<file path="src/rtl/fgt_pkg.sv">
package fgt_pkg;

  localparam int WORD_W  = 64;
  localparam int IDX_W   = $clog2(WORD_W);
  localparam int TOP_BIT = 54;

  localparam logic [5:0] EC_SYS64  = 6'h18;
  localparam logic [5:0] EC_SVC64  = 6'h15;
  localparam logic [5:0] EC_SVC32  = 6'h11;
  localparam logic [5:0] EC_ERET   = 6'h1A;
  localparam logic [5:0] EC_SYS32  = 6'h03;

  typedef enum logic [2:0] {
    CAT_NONE,
    CAT_EL1,
    CAT_DCVA,
    CAT_SVC1,
    CAT_SVC0,
    CAT_ERET,
    CAT_PRED
  } trap_cat_e;

  typedef struct packed {
    logic loadWord;
    logic capture;
  } ctrl_strobe_t;

  function automatic trap_cat_e catOf(int idx);
    if (idx > TOP_BIT)                        return CAT_NONE;
    if (idx == 53)                            return CAT_SVC1;
    if (idx == 52)                            return CAT_SVC0;
    if (idx == 51)                            return CAT_ERET;
    if (idx >= 48 && idx <= 50)               return CAT_PRED;
    if (idx == 54 || idx == 2 ||
        (idx >= 7 && idx <= 11))              return CAT_DCVA;
    return CAT_EL1;
  endfunction

  function automatic logic [WORD_W-1:0] implMask(bit hasTlbiExt, bit hasPred,
                                                 bit hasPersist, bit hasAtPriv);
    logic [WORD_W-1:0] m;
    m = '0;
    for (int b = 0; b <= TOP_BIT; b++) m[b] = 1'b1;
    if (!hasTlbiExt) begin
      for (int b = 34; b <= 41; b++) m[b] = 1'b0;
      for (int b = 18; b <= 27; b++) m[b] = 1'b0;
    end
    if (!hasPred) m[50:48] = 3'b000;
    if (!hasPersist) m[9] = 1'b0;
    if (!hasAtPriv) m[17:16] = 2'b00;
    return m;
  endfunction

endpackage

</file>
<file path="src/rtl/fgt_ctrl.sv">
module fgt_ctrl
  import fgt_pkg::*;
(
  input  logic         clk,
  input  logic         rstN,
  input  logic         cfgWrEn,
  input  logic         instrValid,
  output ctrl_strobe_t strobe,
  output logic         outValid
);

  always_comb begin
    strobe.loadWord = cfgWrEn;
    strobe.capture  = instrValid;
  end

  always_ff @(posedge clk) begin
    if (!rstN) outValid <= 1'b0;
    else       outValid <= instrValid;
  end

endmodule

</file>
<file path="src/rtl/fgt_datapath.sv">
module fgt_datapath
  import fgt_pkg::*;
#(
  parameter int                W       = WORD_W,
  parameter int                IW      = IDX_W,
  parameter logic [WORD_W-1:0] IMPL    = '1
)(
  input  logic          clk,
  input  logic          rstN,
  input  ctrl_strobe_t  strobe,
  input  logic [W-1:0]  wrData,
  output logic [W-1:0]  wordQ,
  input  logic [IW-1:0] instrClass,
  input  logic [1:0]    curEl,
  input  logic          instrA32,
  input  logic          el1A64,
  input  logic          el2Present,
  input  logic          el2Enabled,
  input  logic          hostE2h,
  input  logic          hostTge,
  input  logic          el3Present,
  input  logic          el3FgtEn,
  input  logic          higherPrio,
  output logic          trapQ,
  output logic [5:0]    codeQ
);

  logic atEl0, atEl1, inA64, hostMode, gateOk;
  logic [W-1:0] hitVec;
  logic [5:0]   codeVec [W];
  logic         selHit;

  always_comb begin
    atEl0    = (curEl == 2'd0);
    atEl1    = (curEl == 2'd1);
    inA64    = !instrA32;
    hostMode = hostE2h && hostTge;
    gateOk   = el2Present && el2Enabled && (!el3Present || el3FgtEn) && !higherPrio;
  end

  for (genvar b = 0; b < W; b++) begin : g_slot
    localparam trap_cat_e CAT = catOf(b);
    logic levelOk;
    always_comb begin
      levelOk    = 1'b0;
      codeVec[b] = EC_SYS64;
      case (CAT)
        CAT_EL1:  levelOk = atEl1 && inA64;
        CAT_DCVA: levelOk = (atEl0 || atEl1) && inA64 && !hostMode;
        CAT_SVC1: begin
          levelOk    = atEl1 && inA64;
          codeVec[b] = EC_SVC64;
        end
        CAT_SVC0: begin
          levelOk    = atEl0 && !hostMode && el1A64;
          codeVec[b] = instrA32 ? EC_SVC32 : EC_SVC64;
        end
        CAT_ERET: begin
          levelOk    = atEl1 && inA64;
          codeVec[b] = EC_ERET;
        end
        CAT_PRED: begin
          levelOk    = !hostMode && el1A64 && ((atEl1 && inA64) || atEl0);
          codeVec[b] = (atEl0 && instrA32) ? EC_SYS32 : EC_SYS64;
        end
        default:  levelOk = 1'b0;
      endcase
      hitVec[b] = wordQ[b] && levelOk;
    end
  end

  assign selHit = hitVec[instrClass] && gateOk;

  always_ff @(posedge clk) begin
    if (!rstN) begin
      wordQ <= '0;
    end else if (strobe.loadWord) begin
      wordQ <= wrData & IMPL;
    end
  end

  always_ff @(posedge clk) begin
    if (!rstN) begin
      trapQ <= 1'b0;
      codeQ <= '0;
    end else if (strobe.capture) begin
      trapQ <= selHit;
      codeQ <= selHit ? codeVec[instrClass] : 6'h00;
    end else begin
      trapQ <= 1'b0;
      codeQ <= '0;
    end
  end

endmodule

</file>
<file path="src/rtl/fgt_trap_eval.sv">
module fgt_trap_eval
  import fgt_pkg::*;
#(
  parameter bit HAS_TLBI_EXT      = 1'b1,
  parameter bit HAS_PRED_RESTRICT = 1'b1,
  parameter bit HAS_DC_PERSIST    = 1'b1,
  parameter bit HAS_AT_PRIV       = 1'b1
)(
  input  logic              clk,
  input  logic              rstN,
  input  logic              cfgWrEn,
  input  logic [WORD_W-1:0] cfgWrData,
  output logic [WORD_W-1:0] cfgRdData,
  input  logic              instrValid,
  input  logic [IDX_W-1:0]  instrClass,
  input  logic [1:0]        curEl,
  input  logic              instrA32,
  input  logic              el1A64,
  input  logic              el2Present,
  input  logic              el2Enabled,
  input  logic              hostE2h,
  input  logic              hostTge,
  input  logic              el3Present,
  input  logic              el3FgtEn,
  input  logic              higherPrio,
  output logic              outValid,
  output logic              trapToEl2,
  output logic [5:0]        trapClass
);

  localparam logic [WORD_W-1:0] IMPL_MASK =
    implMask(HAS_TLBI_EXT, HAS_PRED_RESTRICT, HAS_DC_PERSIST, HAS_AT_PRIV);

  ctrl_strobe_t strobe;

  fgt_ctrl u_ctrl (
    .clk        (clk),
    .rstN       (rstN),
    .cfgWrEn    (cfgWrEn),
    .instrValid (instrValid),
    .strobe     (strobe),
    .outValid   (outValid)
  );

  fgt_datapath #(.W(WORD_W), .IW(IDX_W), .IMPL(IMPL_MASK)) u_dp (
    .clk        (clk),
    .rstN       (rstN),
    .strobe     (strobe),
    .wrData     (cfgWrData),
    .wordQ      (cfgRdData),
    .instrClass (instrClass),
    .curEl      (curEl),
    .instrA32   (instrA32),
    .el1A64     (el1A64),
    .el2Present (el2Present),
    .el2Enabled (el2Enabled),
    .hostE2h    (hostE2h),
    .hostTge    (hostTge),
    .el3Present (el3Present),
    .el3FgtEn   (el3FgtEn),
    .higherPrio (higherPrio),
    .trapQ      (trapToEl2),
    .codeQ      (trapClass)
  );

endmodule

</file>
<file path="config.mk">
export PLATFORM = sky130hd
export DESIGN_NAME = fgt_trap_eval
export DESIGN_NICKNAME = d
export VERILOG_FILES = /design/src/rtl/fgt_pkg.sv /design/src/rtl/fgt_ctrl.sv /design/src/rtl/fgt_datapath.sv /design/src/rtl/fgt_trap_eval.sv
export SDC_FILE = /design/constraint.sdc
export NUM_CORES = 1
export LEC_CHECK = 0
export BUFFER_PORTS_ARGS = -buffer_cell sky130_fd_sc_hd__buf_2
export CAP_MARGIN = 25
export CELL_PAD_IN_SITES_DETAIL_PLACEMENT = 1
export CELL_PAD_IN_SITES_GLOBAL_PLACEMENT = 1
export CORE_MARGIN = 2
export CORE_UTILIZATION = 30
export CTS_CLUSTER_SIZE = 8
export DETAILED_ROUTE_END_ITERATION = 10
export GPL_TIMING_DRIVEN = 0
export PLACE_DENSITY_LB_ADDON = 0.05
export SYNTH_ARGS = -nofsm -noshare
export SYNTH_HDL_FRONTEND = slang
export SYNTH_SLANG_ARGS = --single-unit
export TNS_END_PERCENT = 5
</file>
<file path="constraint.sdc">
create_clock -name clk -period 1.6 [get_ports clk]
set_input_delay 0.16 -clock clk [delete_from_list [all_inputs] [get_ports clk]]
set_output_delay 0.16 -clock clk [all_outputs]
set_load 0.1 [all_outputs]
</file>
Yosys cells after proc, flatten, opt, wreduce, memory -nomap -nowiden
Index checks and enable logic that the tools add are counted.
{"block": "totals", "reg_bits": 63, "in_bits": 85, "out_inout_bits": 72, "elab_cells": 93}
{"block": "op_classes", "n_lt_le_gt_ge": 2, "n_eq_ne": 1, "muxes": 7, "bitwise": 1, "reduce_logical": 78}
{"op": "1-bit logical AND", "count": 68}
{"op": "6-bit binary-select mux with 6-bit select", "count": 1}
{"op": "6-bit two-way mux", "count": 2}
{"op": "7-bit >= comparator (second input constant)", "count": 1}
{"op": "6-bit by 7-bit less-than comparator with 1-bit output (second input constant)", "count": 1}
{"op": "6-bit NOT with 7-bit output", "count": 1}
{"op": "1-bit binary-select mux with 6-bit select", "count": 1}
{"op": "5-bit two-way mux", "count": 1}
{"op": "1-bit logical NOT", "count": 4}
{"op": "1-bit logical OR", "count": 3}
{"op": "3-bit two-way mux", "count": 1}
{"op": "3-bit AND reduction", "count": 1}
{"op": "2-bit by 1-bit == test with 1-bit output (second input constant)", "count": 1}
{"op": "2-bit logical NOT", "count": 1}
{"op": "2-bit AND reduction", "count": 1}
{"op": "1-bit two-way mux", "count": 1}

Longest topological paths before layout
Gate-level depths: netlist (run 1).
{"block": "logic_depth", "depth_word": 9, "depth_mapped": 8, "mapped_depth_nobuf": 5}

Cells and area by module
Synthesis (run 1) repeated with hierarchy kept, for this count alone.
{"block": "unflattened", "cells_unflattened": 295, "area_unflattened_um2": 3052.9}
{"module": "fgt_datapath", "n_inst": 1, "cells_per_inst": 291, "area_each_um2": 3011.6, "seq_area_each_um2": 1221.2}
{"module": "fgt_ctrl", "n_inst": 1, "cells_per_inst": 4, "area_each_um2": 41.3, "seq_area_each_um2": 20.0}

Worst setup path after synthesis (run 1)
No wires, ideal clock.
{"block": "synth_path", "path_type": "reg2reg", "start": "register u_dp.wordQ[21]", "end": "register u_dp.codeQ[4]", "setup_time_ns": 0.092, "arrival_time_ns": 2.103, "t_required_ns": 1.508, "slack_ns": -0.595, "path_stages_with_launch": 6, "path_buffers": 0, "synth_period_minus_slack_ns": 2.195, "cell_sequence": "dfxtp_1 mux4_2 and2_1 a2111oi_2 o32a_2 nor4_1"}
{"block": "synth_via", "elab_chain_cells": 5}
{"item": "start, declared", "line_no": "fgt_datapath.sv:12", "source": "output logic [W-1:0] wordQ,"}
{"item": "start signal, assigned", "line_no": "fgt_datapath.sv:78", "source": "wordQ <= wrData & IMPL;"}
{"item": "1-bit logical AND", "line_no": "fgt_datapath.sv:68", "source": "hitVec[b] = wordQ[b] && levelOk;"}
{"item": "1-bit binary-select mux with 6-bit select", "line_no": "fgt_datapath.sv:72", "source": "assign selHit = hitVec[instrClass] && gateOk;"}
{"item": "1-bit two-way mux (not written as such)", "line_no": "fgt_datapath.sv:72"}
{"item": "1-bit logical AND", "line_no": "fgt_datapath.sv:72"}
{"item": "3-bit AND reduction (no line)"}
{"item": "end signal, assigned", "line_no": "fgt_datapath.sv:88", "source": "codeQ <= selHit ? codeVec[instrClass] : 6'h00;"}
{"item": "end, declared", "line_no": "fgt_datapath.sv:25", "source": "output logic [5:0] codeQ"}
Every way passes these cells. The select of a mux whose other input is x is not followed.
A chain may end at the register's enable or synchronous reset.

Final worst setup path (run 1)
{"block": "layout_path", "start": "register u_dp.wordQ[3]", "end": "register u_dp.codeQ[4]"}
Same word-level chain as after synthesis.

==> results of run 1 <==
[worst paths after layout]
path | endpoint | slack [ns] | cells past startpoint
max | u_dp.codeQ[4] | -0.07 | 5
min | u_ctrl.outValid | 0.05 | 2
max reg2reg | u_dp.codeQ[4] | -0.07 | 5
min reg2reg | u_dp.wordQ[14] | 0.52 | 2
[kinds of logic after synthesis]
| logic type | Yosys count | synth area share [%] |
|---|---|---|
| mux | 70 | 26.1 |
| other cells | 1 | 0.122 |
| buf+inv | 32 | 6.86 |
| flops | 62 | 40.5 |
| simple gates | 96 | 19.4 |
| compound gates | 24 | 6.94 |
[layout make-up]
| class | instances | share of cell area [%] |
|---|---|---|
| Clock inverter | 5 | 1.19 |
| Sequential cell | 62 | 32.0 |
| Clock buffer | 11 | 3.04 |
| Buffer | 29 | 4.61 |
| Timing Repair Buffer | 135 | 15.8 |
| Multi-Input combinational cell | 200 | 39.3 |
| Inverter | 3 | 0.261 |
| Tap cell | 133 | 3.85 |
[routing by layer]
| metal | global-route usage [%] | wire length, um |
|---|---|---|
| met1 | 21.9 | 4240 |
| met2 | 27.4 | 4310 |
| met3 | 3.87 | 522 |
| met4 | 4.57 | 106 |
| met5 | 0 | 0 |
[cells in the final DEF, fill, tap and decap left out, types with 2 or more instances in the layout]
cell type | Yosys | final
a2111oi_2 | 1 | 2
a211oi_1 | 2 | 2
a21oi_1 | 3 | 3
a221o_1 | 2 | 2
a311oi_2 | 1 | 2
a41o_1 | 2 | 2
and2b_1 | 3 | 3
and3_1 | 2 | 2
buf_1 | 5 | 5
buf_12 | 2 | 2
buf_2 | 4 | 137
buf_4 | 10 | 12
buf_6 | 2 | 2
clkbuf_1 | 6 | 8
clkbuf_8 | 0 | 9
clkinv_2 | 0 | 2
conb_1 | 1 | 10
dfxtp_1 | 62 | 9
dfxtp_2 | 0 | 23
dfxtp_4 | 0 | 30
inv_1 | 3 | 3
mux2_2 | 2 | 2
mux2i_1 | 59 | 58
mux4_2 | 5 | 6
nand2_1 | 6 | 6
nand2b_1 | 2 | 2
nand3_1 | 4 | 4
nor2_1 | 4 | 4
nor2b_1 | 57 | 57
nor3_1 | 4 | 4
nor3b_1 | 5 | 5
nor4_1 | 3 | 3
[flip-flops by register name, summed over array words and instances (netlist names)]
name             flops
u_dp.trapQ           1
u_dp.wordQ          55
u_ctrl.outValid      1
u_dp.codeQ           5
[power by group]
| group | leakage, nW | switching [mW] | internal, mW |
|---|---|---|---|
| registers | 0.539 | 0.0670 | 1.62 |
| logic | 1.44 | 0.981 | 0.341 |
| clock network | 0.0907 | 0.600 | 0.710 |
[what timing repair did]
| action | in CTS | in global routing |
|---|---|---|
| hold buffers | 0 | 0 |
| buffers inserted | 2 | 0 |
| pin swaps | 4 | 1 |
| resized for setup | 5 | 4 |
| endpoints found under the setup margin | 6 | 6 |
[worst max-delay path, stage by stage, from the launching register on]
cell and delay (ns):
dfxtp_4 0.34, mux2_4 0.26, a221o_1 0.36, a311oi_2 0.30, o32a_2 0.22, nor4_1 0.06
==> results.py, run 1 <==
metrics = {
    "global_route": {
        "grt_overflow": 0,
        "grt_pass1_wl_um": 14600,
        "antenna_found_initial": 0,
        "grt_pass1_vias": 2707,
        "grt_max_degree": 12,
        "grtUsageTotal_pct": 16.7,
    },
    "die": {
        "dieWidth_um": 105,
        "dieArea_sq_um": 11000,
        "chipHeight_um": 105,
        "ios": 157,
        "core_sq_um": 9860,
        "num_rows": 36,
        "start_util_pct": 31.1,
    },
    "placed_design": {
        "port_buffers": 133,
        "place_inst": 560,
        "place.gp.congestion": 0.764,
        "preCtsSetupSlack_ns": -0.314,
        "postPlaceCellArea_sq_um": 4080,
        "dp_hpwl_um": 7000,
    },
    "outcome": {
        "violations": "negative setup slack",
        "outcome": "finished, violations left",
    },
    "sta": {
        "fin_crit_sh_pct": 105,
        "slew_viol_final": 0,
        "hold_violations": 0,
        "tightest_slew_ns": 0.728,
        "hold_ws_ns": 0.0524,
        "max_slew_margin_pct": 51.4,
        "clock.fmax_mhz": 598,
        "fin_tns_setup_ns": -0.315,
        "period_needed_ns": 1.67,
        "rsz0062_at_grt": "yes",
        "worst_slack_ns": -0.0726,
        "skew_ns": 0.00758,
        "setup_viol_count_final": 6,
    },
    "worst_setup_path": {
        "critPathLaunchType": "flop",
        "critical_path_class": "flop to flop",
        "r2r_start": "u_dp.wordQ[3]",
        "cp.arrival_ns": 1.89,
        "path_max_fanout": 3,
        "end_kind": "flop",
        "cp-startpoint": "u_dp.wordQ[3]",
        "cp_data_required_time_ns": 1.82,
    },
    "clocking": {
        "cts_tree": "yes",
        "clkLatencyLatePin_ns": 0.33,
        "clkSinkCount": 62,
        "path_clk_slew_ns": 0.07,
        "clockRootBuffer": "clkbuf_8",
        "cts_made_buffers": 9,
        "htreeDepth": 3,
        "clock_path_buffers": 2,
    },
    "layout": {
        "fin_area_sq_um": 4320,
        "fin_cells": 578,
        "postLayoutCoreUtil_pct": 43.8,
        "area_growth_pct": 41.0,
        "fillers": 1158,
        "ff_latch_area_sq_um": 1380,
        "diodes": 0,
        "multi_input_area_sq_um": 1700,
        "final_nets": 525,
        "drive_gt1_share_pct": 53.9,
    },
    "yosys": {
        "synth_seq_area_share_pct": 40.5,
        "yosysMostFrequentCell": "dfxtp_1",
        "synth_warnings": 0,
        "synth_flop_cell": "dfxtp_1",
        "syn_inst": 285,
        "yosysTopAreaCell": "dfxtp_1",
        "yosys-top-cells-area": "dfxtp_1 41%, mux2i_1 19%, nor2b_1 12%",
        "async_reset_ff_share_pct": 0,
        "synth_area_per_cell_sq_um": 10.8,
        "synth-edff-count": 0,
        "synth_top_cells_by_count": "62 x dfxtp_1, 59 x mux2i_1, 57 x nor2b_1, 10 x buf_4",
        "synth_cell_types": 45,
        "synth_top_area_share_pct": 40.5,
        "synth-seq-cells": 62,
        "synth_area_sq_um": 3060,
    },
    "power_and_ir_drop": {
        "p_per_area_nw_per_um2": 999,
        "p_total_mw": 4.32,
        "p_leak_nw": 2.07,
        "max-vdd-ir-drop_v": 0.000503,
    },
    "route": {
        "dr_total_vias": 2676,
        "antenna_left": 0,
        "via_per_inst": 4.63,
        "wl_per_cell_um": 15.9,
        "drcViolationCount": 0,
        "drtIter0Drc": 50,
        "drt_wl_total_um": 9180,
        "firstDrtPassIters": 4,
    },
    "hold_path": {
        "hp-class": "input port to flop",
        "min_from": "instrValid",
    },
    "job": {
        "drv_cap": 0,
    },
}
No activity file was read; power rests on OpenSTA's default activity.
==> run 2, diff against run 1 <==
--- a/config.mk
+++ b/config.mk
@@ -9,6 +9,7 @@
 export CAP_MARGIN = 25
 export CELL_PAD_IN_SITES_DETAIL_PLACEMENT = 1
 export CELL_PAD_IN_SITES_GLOBAL_PLACEMENT = 1
+export CORE_ASPECT_RATIO = 1.75
 export CORE_MARGIN = 2
 export CORE_UTILIZATION = 30
 export CTS_CLUSTER_SIZE = 8
==> run 2 against run 1 <==
Effect of this change:
- first-iteration DRC count decreased by 6.0%
- the flow still finishes with violations (negative setup slack)
- global-route usage increased by 1.0 points
- via count up 1.7%
- largest power group is now the clock network
==> results.py, run 2 (synthesis gave the netlist of run 1 again) <==
metrics = {
    "die": {
        "dieArea_sq_um": 11100,
        "ios": 157,
        "dieWidth_um": 80.4,
        "num_rows": 48,
        "start_util_pct": 30.9,
        "core_sq_um": 9910,
        "chipHeight_um": 138,
    },
    "worst_setup_path": {
        "critPathLaunchType": "flop",
        "slowest_stage": "mux4_2",
        "cp_data_required_time_ns": 1.80,
        "end_kind": "flop",
        "path_max_fanout": 6,
        "cp.arrival_ns": 1.88,
        "critical_path.cell_chain": "mux4_2, mux2i_2, nor3b_2, a311oi_2, buf_4, nor3b_1",
        "slowest_delay_ns": 0.47,
        "crit_buf_inv": 1,
        "critical_path_class": "flop to flop",
        "crit_family": "multiplexers",
    },
    "clocking": {
        "cts_tree": "yes",
        "htreeDepth": 3,
        "cts_made_buffers": 9,
        "clkLatencyLatePin_ns": 0.33,
        "path_clk_slew_ns": 0.05,
        "clkSinkCount": 62,
        "clock_path_buffers": 2,
        "clockRootBuffer": "clkbuf_16",
    },
    "global_route": {
        "grt_overflow": 0,
        "antenna_found_initial": 0,
        "use_met1_pct": 18.6,
        "grt_pass1_wl_um": 14700,
        "grt_pass1_vias": 2927,
        "grt_use_met3_pct": 3.34,
        "grt_max_degree": 12,
        "use_met2_pct": 32.5,
        "busiest_layer": "met2",
        "grtUsageTotal_pct": 17.7,
    },
    "sta": {
        "fin_tns_setup_ns": -0.415,
        "clock.fmax_mhz": 596,
        "period_needed_ns": 1.68,
        "max_slew_margin_pct": 50.4,
        "setup_viol_count_final": 6,
        "hold_ws_ns": 0.0774,
        "rsz0062_at_grt": "yes",
        "tightest_slew_ns": 0.743,
        "worst_slack_ns": -0.0769,
        "fin_crit_sh_pct": 105,
        "slew_viol_final": 0,
        "hold_violations": 0,
        "skew_ns": 0.00604,
    },
    "placed_design": {
        "preCtsSetupSlack_ns": -0.303,
        "postPlaceCellArea_sq_um": 4070,
        "port_buffers": 133,
        "place_inst": 552,
        "place.gp.congestion": 0.744,
        "dp_hpwl_um": 7480,
    },
    "layout": {
        "layout_commonest_cell": "buf_2",
        "layout_common_cells": "137 x buf_2, 58 x mux2i_1, 57 x nor2b_1, 30 x dfxtp_4, 23 x dfxtp_2",
        "drive_gt1_share_pct": 55.3,
        "ff_latch_area_sq_um": 1380,
        "fin_cells": 570,
        "final_nets": 525,
        "diodes": 0,
        "largestRegisters": "u_dp.wordQ (55), u_dp.codeQ (5)",
        "largest-register": "u_dp.wordQ",
        "postLayoutCoreUtil_pct": 44.7,
        "largest_register_ffs": 55,
        "fin_area_sq_um": 4430,
        "fillers": 1152,
        "area_growth_pct": 44.7,
        "multi_input_area_sq_um": 1740,
    },
    "outcome": {
        "violations": "negative setup slack",
        "outcome": "finished, violations left",
    },
    "route": {
        "via_per_inst": 4.77,
        "drcViolationCount": 0,
        "wl_per_cell_um": 16.6,
        "drtIter0Drc": 47,
        "dr_total_vias": 2721,
        "firstDrtPassIters": 4,
        "antenna_left": 0,
        "drt_wl_total_um": 9440,
    },
    "power_and_ir_drop": {
        "cellInternalPower_mw": 3.04,
        "max-vdd-ir-drop_v": 0.000578,
        "p_total_mw": 4.76,
        "p_per_area_nw_per_um2": 1070,
        "switching_power_mw": 1.72,
        "sw_frac_of_total_pct": 36.1,
        "power_frac_seq_pct": 35.4,
        "clkPwrFrac_pct": 36.6,
        "pwr-share-comb_pct": 28.0,
        "p_leak_nw": 2.12,
    },
    "hold_path": {
        "hp-class": "input port to flop",
    },
    "job": {
        "drv_cap": 0,
    },
}
-- run 2: changes by cell type in the layout (fill, tap and decap cells not counted), moves of 2 or more --
cell,previous run,this run
clkbuf_16,0,9
clkbuf_8,9,1
nor4_1,3,1
nor4_2,0,2
-- run 2: final cells by class --
class	count	area share, %
Sequential cell	62	31.2
Timing Repair Buffer	135	15.3
Clock inverter	5	0.593
Clock buffer	11	5.47
Inverter	3	0.254
Multi-Input combinational cell	200	39.1
Tap cell	125	3.53
Buffer	29	4.49
-- run 2: power by group through the flow --
stage | logic, mW | registers (mW) | clock network (mW)
3_5_place_dp | 1.32 | 1.72 | 0
3_3_place_gp | 1.30 | 1.72 | 0
2_1_floorplan | 0.443 | 2.31 | 0
6_report | 1.33 | 1.68 | 1.74
4_1_cts | 1.33 | 1.69 | 1.80
5_1_grt | 1.40 | 1.70 | 1.88
-- run 2: final timing paths --
check                 startpoint              end  slack, ns  depth (start not counted)
setup / recovery  u_dp.wordQ[38]    u_dp.codeQ[0]      -0.08                          6
hold / removal        instrValid  u_ctrl.outValid       0.08                          2
setup reg to reg  u_dp.wordQ[38]    u_dp.codeQ[0]      -0.08                          6
hold reg to reg   u_dp.wordQ[48]   u_dp.wordQ[48]       0.52                          2
-- run 2: repair_timing --
action,CTS,global route
pin swaps,6,2
hold buffers,0,0
setup buffers,2,0
gates resized for setup,5,11
setup endpoints to repair,6,6
-- run 2: metal layers --
| metal | up-vias | wire [um] |
|---|---|---|
| li1 | 1313 | - |
| met1 | 1307 | 3510 |
| met2 | 84 | 5240 |
| met3 | 17 | 474 |
| met4 | 0 | 217 |
| met5 | - | 0 |
==> run 3, diff against run 2 <==
--- a/config.mk
+++ b/config.mk
@@ -18,5 +18,6 @@
 export PLACE_DENSITY_LB_ADDON = 0.05
 export SYNTH_ARGS = -nofsm -noshare
 export SYNTH_HDL_FRONTEND = slang
+export SYNTH_HIERARCHICAL = 1
 export SYNTH_SLANG_ARGS = --single-unit
 export TNS_END_PERCENT = 5
==> run 3 against run 2 <==
Effect of this change:
- the flow still finishes with violations (negative setup slack)
- via count fell by 0.18%
- cell count grew 1.8%
- sequential power about the same
- count of clock-buffer cells in the layout rose by 1
- register-to-register slack better by 0.04 ns
- first-iteration DRC count grew 62%
- synthesized cell count increased by 3.5%
- total power increased by 3.5%
- utilization fell by 0.81 points
- critical path type unchanged
==> results.py, run 3 <==
metrics = {
    "sta": {
        "max_slew_margin_pct": 57.4,
        "skew_ns": 0.00529,
        "hold_violations": 0,
        "hold_ws_ns": 0.0578,
        "clock.fmax_mhz": 612,
        "slew_viol_final": 0,
        "period_needed_ns": 1.63,
        "fin_tns_setup_ns": -0.0984,
        "rsz0062_at_grt": "yes",
        "setup_viol_count_final": 4,
        "fin_crit_sh_pct": 102,
        "worst_slack_ns": -0.0338,
        "tightest_slew_ns": 0.639,
    },
    "job": {
        "drv_cap": 0,
    },
    "global_route": {
        "use_met1_pct": 19.6,
        "grt_overflow": 0,
        "grt_max_degree": 11,
        "busiest_layer": "met2",
        "grt_pass1_vias": 2813,
        "use_met2_pct": 30.9,
        "grt_use_met3_pct": 3.74,
        "antenna_found_initial": 0,
        "grtUsageTotal_pct": 17.4,
        "grt_pass1_wl_um": 14300,
    },
    "power_and_ir_drop": {
        "p_leak_nw": 2.13,
        "p_per_area_nw_per_um2": 1130,
        "max-vdd-ir-drop_v": 0.000542,
    },
    "route": {
        "antenna_left": 0,
        "wl_per_cell_um": 16.0,
        "dr_total_vias": 2716,
        "drcViolationCount": 0,
        "firstDrtPassIters": 4,
        "via_per_inst": 4.68,
        "drtIter0Drc": 76,
        "drt_wl_total_um": 9260,
    },
    "placed_design": {
        "preCtsSetupSlack_ns": -0.320,
        "port_buffers": 135,
        "place_inst": 564,
        "place.gp.congestion": 0.731,
        "dp_hpwl_um": 7400,
    },
    "worst_setup_path": {
        "critPathLaunchType": "flop",
        "cp_data_required_time_ns": 1.80,
        "critical_path.cell_chain": "mux4_2, nor2b_1, a211oi_2, a211oi_2, o21ai_2, nor3_2",
        "worst_path_most_repeated_cell": "a211oi_2",
        "critical_path_class": "flop to flop",
        "path_max_fanout": 3,
        "end_kind": "flop",
        "slowest_delay_ns": 0.47,
        "cp.arrival_ns": 1.84,
        "slowest_stage": "mux4_2",
    },
    "layout": {
        "fin_cells": 580,
        "area_growth_pct": 42.6,
        "ff_latch_area_sq_um": 1370,
        "diodes": 0,
        "drive_gt1_share_pct": 52.3,
        "final_nets": 535,
        "layout_common_cells": "140 x buf_2, 70 x mux2i_1, 57 x nor2b_1, 31 x dfxtp_2, 24 x dfxtp_4",
        "layout_commonest_cell": "buf_2",
        "fillers": 1201,
        "largest_register_ffs": 55,
        "largestRegisters": "u_dp/wordQ (55), u_dp/codeQ (5)",
        "largest-register": "u_dp/wordQ",
        "multi_input_area_sq_um": 1650,
    },
    "yosys": {
        "yosysMostFrequentCell": "mux2i_1",
        "synth_warnings": 6,
        "yosysTopAreaCell": "dfxtp_1",
        "syn_inst": 295,
        "synth-seq-cells": 62,
        "yosys-top-cells-area": "dfxtp_1 41%, mux2i_1 23%, nor2b_1 12%",
        "synth_area_sq_um": 3050,
        "synth_flop_cell": "dfxtp_1",
        "synth_top_cells_by_count": "70 x mux2i_1, 62 x dfxtp_1, 57 x nor2b_1, 14 x buf_4, 9 x clkbuf_1",
        "synth_cell_types": 47,
        "synth_top_area_share_pct": 40.7,
        "synth_seq_area_share_pct": 40.7,
        "synth-edff-count": 0,
        "synth_area_per_cell_sq_um": 10.3,
        "async_reset_ff_share_pct": 0,
    },
    "clocking": {
        "cts_made_buffers": 9,
        "cts_resized": 0,
        "path_clk_slew_ns": 0.05,
        "clock_path_buffers": 2,
        "cts_tree": "yes",
        "htreeDepth": 3,
        "clkSinkCount": 62,
        "clkLatencyLatePin_ns": 0.33,
        "post_cts.repair.setup_buffers": 0,
        "clockRootBuffer": "clkbuf_16",
    },
    "die": {
        "chipHeight_um": 137,
        "ios": 157,
        "core_sq_um": 9910,
        "dieWidth_um": 80.3,
        "start_util_pct": 30.8,
        "num_rows": 48,
        "dieArea_sq_um": 11000,
    },
    "outcome": {
        "outcome": "finished, violations left",
        "violations": "negative setup slack",
    },
    "hold_path": {
        "hp-class": "input port to flop",
    },
}
[run 3: cell count changes after synthesis, sizes merged, moves of 3 or more]
cell / before / now
nand3: 4 / 7
mux2: 4 / 0
and2b: 3 / 0
mux2i: 59 / 70
a31oi: 1 / 4
clkbuf: 6 / 9
o21ai: 0 / 3
nand3b: 0 / 3
a2111oi: 3 / 0
[run 3: worst paths after layout]
check | slack (ns) | to | from | depth (start not counted)
min | 0.06 | u_ctrl/outValid | instrValid | 2
max | -0.03 | u_dp/codeQ[3] | u_dp/wordQ[19] | 6
min reg2reg | 0.52 | u_dp/wordQ[8] | u_dp/wordQ[8] | 2
max reg2reg | -0.03 | u_dp/codeQ[3] | u_dp/wordQ[19] | 6
[run 3: logic make-up (layout without fill, tap and decap cells)]
kind of cell	Yosys count	after routing	share of synthesized area [%]
multiplexers	75	75	26.6
other	1	10	0.123
AND/OR/NAND/NOR	98	98	19.5
flip-flops	62	62	40.7
AO/OA/AOI/OAI	25	25	6.48
buffers and inverters	34	185	6.60
[run 3: worst max-delay path, delay by kind of cell, from the launching register on]
kind | cells | cell delay, ns
compound gates | 3 | 0.48
flops | 1 | 0.34
simple gates | 2 | 0.21
mux | 1 | 0.47
[run 3: area by class of cell]
| class | instances | area share, % |
|---|---|---|
| tap | 125 | 3.59 |
| inverter | 3 | 0.259 |
| multi-input combinational | 208 | 37.9 |
| clock buffer | 12 | 5.89 |
| clock inverter | 4 | 1.03 |
| sequential | 62 | 31.5 |
| buffer | 31 | 4.37 |
| timing repair buffer | 135 | 15.5 |
[run 3: repair_timing]
action                     4_1_cts  5_1_grt
setup endpoints to repair        4        4
hold buffers                     0        0
cloned                           0        0
[run 3: routing by layer]
layer  wire, um  share of wire, %
met5          0                 0
met4        182               2.0
met3        595               6.4
met2       4960                54
met1       3520                38
[run 3: per-stage QoR]
stage	util (%)	area (sq um)	power [mW]
after floorplan	-	3220	2.75
after global placement	40.9	4050	3.01
after detailed placement	40.9	4050	3.02
after CTS	43.9	4350	5.00
after global routing	43.9	4350	5.14
final	43.9	4350	4.93
[run 3: power breakdown]
part / switching (mW) / total, mW / leakage (nW) / internal, mW
Combinational: 0.970 / 1.29 / 1.44 / 0.319
Sequential: 0.0632 / 1.69 / 0.538 / 1.63
Clock: 0.668 / 1.95 / 0.152 / 1.28
Total: 1.70 / 4.93 / 2.13 / 3.23
